`src/rtl/iommu_regs_pkg.sv`:
```
package iommu_regs_pkg;
  localparam int DATA_W = 32;

  localparam logic [5:0] OFF_CTRL    = 6'h00;
  localparam logic [5:0] OFF_BASE_LO = 6'h10;
  localparam logic [5:0] OFF_BASE_HI = 6'h14;
  localparam logic [5:0] OFF_STATUS  = 6'h20;
  localparam logic [5:0] OFF_FADDR   = 6'h30;

  localparam logic [3:0] UOFF_CTRL = 4'h0;
  localparam logic [3:0] UOFF_ID   = 4'h8;

  // stored control bits: 0,2,3,5:4,16,17 (bit 1 is the flush strobe)
  localparam logic [31:0] CTRL_WMASK = 32'h0003_003D;
  localparam int FLUSH_BIT = 1;

  typedef struct packed {
    logic [3:0]  flags;
    logic [2:0]  code;
    logic [1:0]  level;
    logic [31:0] addr;
  } fault_rec_t;

  function automatic logic [31:0] status_word(fault_rec_t r);
    return {18'b0, r.level, 1'b0, r.code, 3'b0, r.flags[3], 1'b0, r.flags[2:0]};
  endfunction
endpackage

```
`src/rtl/iommu_ctx_regs.sv`:
```
module iommu_ctx_regs
  import iommu_regs_pkg::*;
#(
  parameter int FLUSH_CYCLES = 16
) (
  input  logic        clk_i,
  input  logic        rst_ni,
  input  logic        wr_en_i,
  input  logic [5:0]  off_i,
  input  logic [31:0] wdata_i,
  input  logic        fault_en_i,
  input  fault_rec_t  fault_i,
  output logic [31:0] rdata_o,
  output logic        en_o,
  output logic        irq_o
);
  localparam int CNT_W = $clog2(FLUSH_CYCLES + 1);
  localparam logic [CNT_W-1:0] CNT_LOAD = CNT_W'(FLUSH_CYCLES);

  logic [31:0]      ctrl_q;
  logic             busy_q;
  logic [CNT_W-1:0] cnt_q;
  logic [31:0]      base_lo_q;
  logic [7:0]       base_hi_q;
  fault_rec_t       rec_q;

  logic wr_ctrl, flush_start, clr, pending, take_fault;

  assign wr_ctrl     = wr_en_i && (off_i == OFF_CTRL);
  assign flush_start = wr_ctrl && wdata_i[FLUSH_BIT];
  assign clr         = wr_en_i && (off_i == OFF_STATUS) && (wdata_i == '0);
  assign pending     = |rec_q.flags;
  assign take_fault  = fault_en_i && (|fault_i.flags) && !pending;

  always_ff @(posedge clk_i or negedge rst_ni) begin
    if (!rst_ni) begin
      ctrl_q    <= '0;
      busy_q    <= 1'b0;
      cnt_q     <= '0;
      base_lo_q <= '0;
      base_hi_q <= '0;
      rec_q     <= '0;
    end else begin
      if (wr_ctrl) ctrl_q <= wdata_i & CTRL_WMASK;
      if (flush_start) begin
        busy_q <= 1'b1;
        cnt_q  <= CNT_LOAD;
      end else if (busy_q) begin
        cnt_q <= cnt_q - 1'b1;
        if (cnt_q == CNT_W'(1)) busy_q <= 1'b0;
      end
      if (wr_en_i && off_i == OFF_BASE_LO) base_lo_q <= wdata_i;
      if (wr_en_i && off_i == OFF_BASE_HI) base_hi_q <= wdata_i[7:0];
      // clear has priority; a fault meeting the clear is dropped
      if (clr)             rec_q <= '0;
      else if (take_fault) rec_q <= fault_i;
    end
  end

  always_comb begin
    unique case (off_i)
      OFF_CTRL:    rdata_o = ctrl_q | (32'(busy_q) << FLUSH_BIT);
      OFF_BASE_LO: rdata_o = base_lo_q;
      OFF_BASE_HI: rdata_o = {24'b0, base_hi_q};
      OFF_STATUS:  rdata_o = status_word(rec_q);
      OFF_FADDR:   rdata_o = pending ? rec_q.addr : 32'b0;
      default:     rdata_o = 32'b0;
    endcase
  end

  assign en_o  = ctrl_q[0];
  assign irq_o = ctrl_q[2] && pending;

  a_r4_flush_starts: assert property (@(posedge clk_i) disable iff (!rst_ni)
    flush_start |=> busy_q);
  a_r4_cnt_in_range: assert property (@(posedge clk_i) disable iff (!rst_ni)
    busy_q |-> (cnt_q != '0) && (cnt_q <= CNT_LOAD));
  a_r6_first_fault_kept: assert property (@(posedge clk_i) disable iff (!rst_ni)
    (pending && !clr) |=> ($stable(rec_q.addr) && $stable(rec_q.flags)));
  a_r7_zero_write_clears: assert property (@(posedge clk_i) disable iff (!rst_ni)
    clr |=> !pending);
endmodule

```
`src/rtl/iommu_utlb_entry.sv`:
```
module iommu_utlb_entry
  import iommu_regs_pkg::*;
(
  input  logic        clk_i,
  input  logic        rst_ni,
  input  logic        wr_en_i,
  input  logic [3:0]  off_i,
  input  logic [31:0] wdata_i,
  output logic [31:0] ctrl_o,
  output logic [31:0] id_o,
  output logic        en_o,
  output logic [3:0]  sel_o,
  output logic        flush_o
);
  logic       en_q, flush_q;
  logic [3:0] sel_q;
  logic [15:0] id_q;
  logic wr_ctrl;

  assign wr_ctrl = wr_en_i && (off_i == UOFF_CTRL);

  always_ff @(posedge clk_i or negedge rst_ni) begin
    if (!rst_ni) begin
      en_q    <= 1'b0;
      sel_q   <= '0;
      id_q    <= '0;
      flush_q <= 1'b0;
    end else begin
      flush_q <= wr_ctrl && wdata_i[FLUSH_BIT];
      if (wr_ctrl) begin
        en_q  <= wdata_i[0];
        sel_q <= wdata_i[7:4];
      end
      if (wr_en_i && off_i == UOFF_ID) id_q <= wdata_i[15:0];
    end
  end

  assign ctrl_o  = {24'b0, sel_q, 3'b0, en_q};
  assign id_o    = {16'b0, id_q};
  assign en_o    = en_q;
  assign sel_o   = sel_q;
  assign flush_o = flush_q;

  a_r10_flush_pulse_src: assert property (@(posedge clk_i) disable iff (!rst_ni)
    flush_o |-> $past(wr_en_i && off_i == UOFF_CTRL && wdata_i[FLUSH_BIT]));
endmodule

```
`src/rtl/iommu_ctx_bank.sv`:
```
module iommu_ctx_bank
  import iommu_regs_pkg::*;
#(
  parameter int NCTX         = 4,
  parameter int NUTLB        = 32,
  parameter int FLUSH_CYCLES = 16,
  parameter int ADDR_W       = 12,
  localparam int CTX_W       = (NCTX > 1) ? $clog2(NCTX) : 1
) (
  input  logic               clk_i,
  input  logic               rst_ni,
  input  logic               req_i,
  input  logic               we_i,
  input  logic [ADDR_W-1:0]  addr_i,
  input  logic [31:0]        wdata_i,
  output logic [31:0]        rdata_o,
  input  logic               fault_valid_i,
  input  logic [CTX_W-1:0]   fault_ctx_i,
  input  logic [3:0]         fault_flags_i,
  input  logic [2:0]         fault_code_i,
  input  logic [1:0]         fault_level_i,
  input  logic [31:0]        fault_addr_i,
  output logic               irq_o,
  output logic [NCTX-1:0]    ctx_en_o,
  output logic [NUTLB-1:0]   utlb_en_o,
  output logic [NUTLB*4-1:0] utlb_sel_o,
  output logic [NUTLB-1:0]   utlb_flush_o
);
  localparam int UTLB_W = (NUTLB > 1) ? $clog2(NUTLB) : 1;
  localparam logic [ADDR_W-1:0] CTX_END   = ADDR_W'(NCTX * 64);
  localparam logic [ADDR_W-1:0] UTLB_BASE = ADDR_W'(12'h300);
  localparam logic [ADDR_W-1:0] UTLB_END  = ADDR_W'(12'h300 + NUTLB * 16);

  logic              wr, rd;
  logic              ctx_hit, utlb_hit;
  logic [CTX_W-1:0]  ctx_idx;
  logic [ADDR_W-1:0] utlb_rel;
  logic [UTLB_W-1:0] utlb_idx;
  fault_rec_t        fault_rec;

  logic [31:0]     ctx_rdata [NCTX];
  logic [NCTX-1:0] ctx_irq;
  logic [31:0]     u_ctrl [NUTLB];
  logic [31:0]     u_id   [NUTLB];

  assign wr       = req_i && we_i;
  assign rd       = req_i && !we_i;
  assign ctx_hit  = addr_i < CTX_END;
  assign ctx_idx  = addr_i[6 +: CTX_W];
  assign utlb_hit = (addr_i >= UTLB_BASE) && (addr_i < UTLB_END);
  assign utlb_rel = addr_i - UTLB_BASE;
  assign utlb_idx = utlb_rel[4 +: UTLB_W];

  assign fault_rec = '{flags: fault_flags_i, code: fault_code_i,
                       level: fault_level_i, addr: fault_addr_i};

  for (genvar c = 0; c < NCTX; c++) begin : g_ctx
    iommu_ctx_regs #(.FLUSH_CYCLES(FLUSH_CYCLES)) u_ctx (
      .clk_i      (clk_i),
      .rst_ni     (rst_ni),
      .wr_en_i    (wr && ctx_hit && (ctx_idx == CTX_W'(c))),
      .off_i      (addr_i[5:0]),
      .wdata_i    (wdata_i),
      .fault_en_i (fault_valid_i && (fault_ctx_i == CTX_W'(c))),
      .fault_i    (fault_rec),
      .rdata_o    (ctx_rdata[c]),
      .en_o       (ctx_en_o[c]),
      .irq_o      (ctx_irq[c])
    );
  end

  for (genvar u = 0; u < NUTLB; u++) begin : g_utlb
    iommu_utlb_entry u_ent (
      .clk_i   (clk_i),
      .rst_ni  (rst_ni),
      .wr_en_i (wr && utlb_hit && (utlb_idx == UTLB_W'(u))),
      .off_i   (addr_i[3:0]),
      .wdata_i (wdata_i),
      .ctrl_o  (u_ctrl[u]),
      .id_o    (u_id[u]),
      .en_o    (utlb_en_o[u]),
      .sel_o   (utlb_sel_o[u*4 +: 4]),
      .flush_o (utlb_flush_o[u])
    );
  end

  always_comb begin
    rdata_o = 32'b0;
    if (rd && ctx_hit) begin
      rdata_o = ctx_rdata[ctx_idx];
    end else if (rd && utlb_hit) begin
      if (addr_i[3:0] == UOFF_CTRL)    rdata_o = u_ctrl[utlb_idx];
      else if (addr_i[3:0] == UOFF_ID) rdata_o = u_id[utlb_idx];
    end
  end

  assign irq_o = |ctx_irq;

  a_r1_quiet_after_reset: assert property (@(posedge clk_i) disable iff (!rst_ni)
    $rose(rst_ni) |-> (ctx_en_o == '0) && (utlb_en_o == '0));
endmodule

```
`config.mk`:
```
export PLATFORM = sky130hd
export DESIGN_NAME = iommu_ctx_bank
export DESIGN_NICKNAME = d
export VERILOG_FILES = /design/src/rtl/iommu_regs_pkg.sv /design/src/rtl/iommu_ctx_regs.sv /design/src/rtl/iommu_utlb_entry.sv /design/src/rtl/iommu_ctx_bank.sv
export SDC_FILE = /design/constraint.sdc
export NUM_CORES = 2
export LEC_CHECK = 0
export ABC_AREA = 1
export CAP_MARGIN = 20
export CELL_PAD_IN_SITES_DETAIL_PLACEMENT = 1
export CELL_PAD_IN_SITES_GLOBAL_PLACEMENT = 2
export CORE_MARGIN = 3
export CORE_UTILIZATION = 39
export DETAILED_ROUTE_END_ITERATION = 8
export PLACE_DENSITY = 0.89
export SYNTH_ARGS = -nofsm -noshare
export SYNTH_HDL_FRONTEND = slang
export SYNTH_SLANG_ARGS = --single-unit
```
`constraint.sdc`:
```
create_clock -name clk_i -period 5.7 [get_ports clk_i]
set_clock_uncertainty 0.05 [all_clocks]
set_input_delay 1.14 -clock clk_i [delete_from_list [all_inputs] [get_ports clk_i]]
set_output_delay 1.14 -clock clk_i [all_outputs]
set_load 0.02 [all_outputs]
```
; Word-level counts from Yosys, hierarchy flattened
; Index checks and enable logic that the tools add are counted.
[totals]
elab_cells = 479
reg_bits = 1080
inputBits = 92
out_inout_bits = 229
[classes]
n_bitwise = 6
n_addsub = 5
n_reduce_logical = 204
eq_ne = 46
order_cmp = 5
mux = 49
[ops]
columns = operator, n
row1 = 32-bit one-hot mux with 5 select lines, 4
row2 = 32-bit two-way mux, 14
row3 = 41-bit two-way mux, 8
row4 = 32-bit binary-select mux with 5-bit select, 2
row5 = 1-bit logical AND, 179
row6 = "5-bit equality test, second input constant", 16
row7 = 18-bit by 2-bit OR with 18-bit output, 4
row8 = 32-bit binary-select mux with 2-bit select, 1
row9 = "5-bit by 4-bit equality test with 1-bit output, second input constant", 8
row10 = 5-bit two-way mux, 8
row11 = 32-bit logical NOT, 1
row12 = "5-bit by 1-bit equality test with 1-bit output, second input constant", 5
row13 = 4-bit OR reduction, 6
row14 = "5-bit by 3-bit equality test with 1-bit output, second input constant", 4
row15 = "5-bit by 1-bit subtractor with 5-bit output, second input constant", 4
row16 = 2-bit nonzero test, 8
row17 = "6-bit by 5-bit equality test with 1-bit output, second input constant", 2
row18 = "6-bit equality test, second input constant", 2
row19 = "12-bit by 10-bit greater-or-equal comparator with 1-bit output, second input constant", 1
row20 = "12-bit by 11-bit less-than comparator with 1-bit output, second input constant", 1
row21 = "12-bit by 9-bit less-than comparator with 1-bit output, second input constant", 1
row22 = 1-bit two-way mux, 12
row23 = "5-bit by 2-bit equality test with 1-bit output, second input constant", 2
row24 = "9-bit subtractor, second input constant", 1
row25 = other kinds (12), 21

; Longest topological paths before layout
[depth]
word_depth = 9
mapped_depth = 16

; Hierarchy
; From an unflattened synthesis, not the netlist that was laid out.
[unflattened]
cells_unflattened = 12838
area_unflattened_um2 = 83567.6
[modules_own_cells]
columns = module, n_inst, area_each_um2, cells_per_inst
row1 = iommu_utlb_entry, 32, 1317.5, 149
row2 = iommu_ctx_bank, 1, 21353.0, 5280
row3 = iommu_ctx_regs at g_ctx[0].u_ctx ..., 3, 5019.8, 697
row4 = iommu_ctx_regs at g_ctx[3].u_ctx, 1, 4994.8, 699

; Least setup slack after synthesis
; Ideal clock, no wire load.
[synth_timing]
kind = input to output
from = input addr_i[5]
to = output rdata_o[21]
t_arrival_ns = 2.684
stages = 9
setup_slack_ns = 1.826
path_buffers = 3
path_cell_list = buf_4 > nand2_2 > nor2_2 > buf_2 > buf_1 > nand3_1 > nand2_1 > nand2_1 > a41oi_1
[synth_via]
elab_chain_cells = 9
[synth_rtl]
columns = item, line_no
row1 = "start, declared", iommu_ctx_bank.sv:14  ; input logic [ADDR_W-1:0] addr_i,
row2 = 9-bit subtractor, iommu_ctx_bank.sv:51  ; assign utlb_rel = addr_i - UTLB_BASE;
row3 = 5-bit inverter with 6-bit output (implied by the code), "iommu_ctx_bank.sv:92, iommu_ctx_bank.sv:93"
row4 = 32-bit binary-select mux with 5-bit select, iommu_ctx_bank.sv:93  ; else if (addr_i[3:0] == UOFF_ID) rdata_o = u_id[utlb_idx];
row5 = 32-bit two-way mux (implied by the code) (2 in series), iommu_ctx_bank.sv:93
row6 = 32-bit two-way mux, iommu_ctx_bank.sv:93
row7 = 32-bit two-way mux, iommu_ctx_bank.sv:92  ; if (addr_i[3:0] == UOFF_CTRL) rdata_o = u_ctrl[utlb_idx];
row8 = 32-bit two-way mux, iommu_ctx_bank.sv:91  ; end else if (rd && utlb_hit) begin
row9 = 32-bit two-way mux (*), iommu_ctx_bank.sv:89  ; if (rd && ctx_hit) begin
row10 = "end, declared", iommu_ctx_bank.sv:16  ; output logic [31:0] rdata_o,
; Mark *: on every way between the ends. The rest lies on a longest branch, timed or not. The select of a mux whose other input is x is not followed.

; Final worst setup path
[layout_timing]
from = input addr_i[3]
to = output rdata_o[16]
; The elaborated chain is that of the path after synthesis.

==> metrics.cfg <==
[run_status]
status=completed

[route]
drtPass1Iterations=5
wirelength_um=189000
drc_errors=0
viasPerCell=5.54
vias=44400
wire_per_inst_um=23.6
antenna_left=0
drtIter0Drc=3765

[grt]
overflow=0
first_global_vias=44900
antenna_found_initial=4
grt_start_max_net_pins=132
grt_util_all_layers=0.282
grt_pass1_wl_um=288000

[synthesis]
synth_area_leaders=dfrtp_1 54%, nand2_1 16%, o21ai_0 10%, a22oi_1 2.6%, nor2_1 2.5%
synth_top_area_frac=0.541
ys_ff_latch=1080
ys_types=44
syn_area_sq_um=50000
synth-warning-count=0
seq_area_frac_synth=0.541
syn_nets=6309
syn_avg_cell_area_sq_um=8.05
synth_cells=6209
synth_top_area_cell=dfrtp_1

[placed_design]
dp_worst_setup_slack_ns=0.325
io_buffer_count=320
placed_cell_area_sq_um=54200
dpl.hpwl_um=124000
place.gp.congestion=0.867
place_inst=7788

[timing]
period_share=0.942
setup_viol=0
finalMaxSlewViolations=0
clock.fmax_mhz=186
tns_ns=0
hold_viol=0
worst_pin_slew_ns=1.02
rsz0062_at_grt=no
layout_setup_ws_ns=0.332
max-slew-margin-rel=0.318
period_minus_slack_ns=5.37

[setup_path]
worstSetupStartpointType=input port
critPathMaxFanout=16
slowest_stage=nor2_2
cp_data_arrival_time_ns=4.18
ff2ff_path_depth=9
critPathKind=in2out
worstPathCellList=clkdlybuf4s50_1, nor2_1, nand2_1, buf_4, nor2_2, a22oi_1, nand2_1, nand2_1, nand3_1, nor2_1, nor2_1, clkdlybuf4s50_1
r2r-end=g_ctx[1].u_ctx.rec_q[32]
crit_required_ns=4.51
rrSetupSlack_ns=2.33
slowest_delay_ns=0.62
endpoint_kind=primary output
r2r_start=g_ctx[1].u_ctx.rec_q[38]

[finish]
instances_no_fill=8004
syn_to_final_growth_pct=16.1
design_area_sq_um=58000
final_cell_mix=2152 x nand2_1, 1080 x dfrtp_1, 1032 x o21ai_0, 334 x nor2_1, 307 x clkdlybuf4s50_1
nets=6360
final_common_cell=nand2_1
fill_cells=15000
drive_above_1_share=0.0656
post-route-util=0.459

[cts]
cts-hold-fix-buffers=0
ctsResizeCount=0
cts_buffer_depth=3
clk_pin_slew_ns=0.06
cts.sinks=1080
cts_buffers=118
cts_tree=done
root_buffer=clkbuf_16
clock_latency_ns=0.73
htreeDepth=3
postCtsSetupRepairBufs=0

[floorplanning]
die_h_um=364
dieArea_sq_um=132000
die_x_um=364
rows=130
initial_core_util=0.395
io_pins=321
core_sq_um=126000

[worst_hold_path]
hold_end=g_utlb[3].u_ent.id_q[4]
min_path_cells=2
hold_start=g_utlb[3].u_ent.id_q[4]
hold_path_class=reg2reg

[power]
pwr-share-comb=0.105
p_sw_frac=0.276
vdd_drop_max_v=0.000267
switching_power_uw=4920
p_clk_frac=0.423
seqPwrFrac=0.472
p_leak_uw=0.0277
power_density_nw_per_um2=307
p_int_uw=12900

[run]
maxCapViolCount=0

-- cells in the mapped netlist, drive strengths merged --
cell type and instances:
nor3 8, nand2 2162, a31o 1, inv 324
a31oi 8, o31ai 3, o22ai 10, dfrtp 1080
nand4 55, nor2 350, ha 8, clkinv 8
a41oi 6, nand3b 4, a22oi 173, or2 11
a21o 8, a22o 6, xor2 3, o21ai 1123
a32oi 8, clkbuf 306, a21oi 78, nand3 241
buf 225
-- metal layers --
metal / track usage / routed length, um / vias up
met5: 0 / 13 / -
met4: 0.0812 / 5610 / 2
met3: 0.0430 / 11400 / 302
met2: 0.444 / 85200 / 1351
met1: 0.404 / 86600 / 22600
li1: - / - / 20100
-- state kept, by name, indices dropped and copies added (netlist names) --
register	count
g_ctx.u_ctx.cnt_q	20
g_utlb.u_ent.id_q	512
g_ctx.u_ctx.ctrl_q	28
g_ctx.u_ctx.busy_q	4
g_ctx.u_ctx.base_hi_q	32
g_ctx.u_ctx.rec_q	164
g_utlb.u_ent.sel_o	128
g_ctx.u_ctx.base_lo_q	128
g_utlb.u_ent.en_o	32
g_utlb.u_ent.flush_o	32
-- per-stage QoR --
| step | power (uW) | hold slack [ns] |
|---|---|---|
| detailed placement | 10400 | 0.423 |
| floorplan | 9440 | 0.403 |
| finish | 17800 | 0.434 |
| global route | 18600 | 0.454 |
| CTS | 18000 | 0.438 |
| global placement | 10300 | 0.415 |
-- worst max path at each step --
stage | depth (start not counted) | slack (ns) | from | to
3_5_place_dp | 12 | 0.32 | addr_i[1] | rdata_o[0]
6_report | 12 | 0.33 | addr_i[3] | rdata_o[16]
2_1_floorplan | 9 | 1.83 | addr_i[5] | rdata_o[21]
3_3_place_gp | 12 | 0.40 | addr_i[1] | rdata_o[17]
5_1_grt | 12 | 0.20 | addr_i[1] | rdata_o[0]
4_1_cts | 12 | 0.34 | addr_i[1] | rdata_o[0]
-- power groups by stage --
stage / clock network, uW / registers [uW] / logic (uW)
6_report: 7550 / 8420 / 1870
5_1_grt: 7990 / 8460 / 2110
4_1_cts: 7680 / 8400 / 1870
3_5_place_dp: 0 / 8540 / 1850
3_3_place_gp: 0 / 8530 / 1780
2_1_floorplan: 0 / 8400 / 1040
-- worst max-delay path, delay by kind of cell --
| family | cells | cell delay [ns] |
|---|---|---|
| compound gates | 1 | 0.19 |
| simple gates | 8 | 1.48 |
| buf+inv | 3 | 1.35 |
-- area by class of cell --
class,instances,area [sq um],area share
flip-flops and latches,1080,27000,0.466
multi-input cells,4266,19300,0.332
repair buffers,462,4670,0.0804
clock buffers,179,3410,0.0588
well taps,1650,2060,0.0356
inverters,332,1250,0.0216
clock inverters,34,339,0.00584
diodes,1,2.50,0.0000431
-- cells by family (layout without fill, tap and decap cells) --
group,count (synthesis),in the layout,share of synthesized area
AOI/OAI and AO/OA,1424,1424,0.154
xor gates and xnor gates,3,3,0.000526
adders and majority gates,8,8,0.00200
buffers and inverters,863,1007,0.0743
DFF,1080,1080,0.541
other,0,1,0
and+or+nand+nor,2831,2831,0.228
No activity file was read; power rests on OpenSTA's default activity.
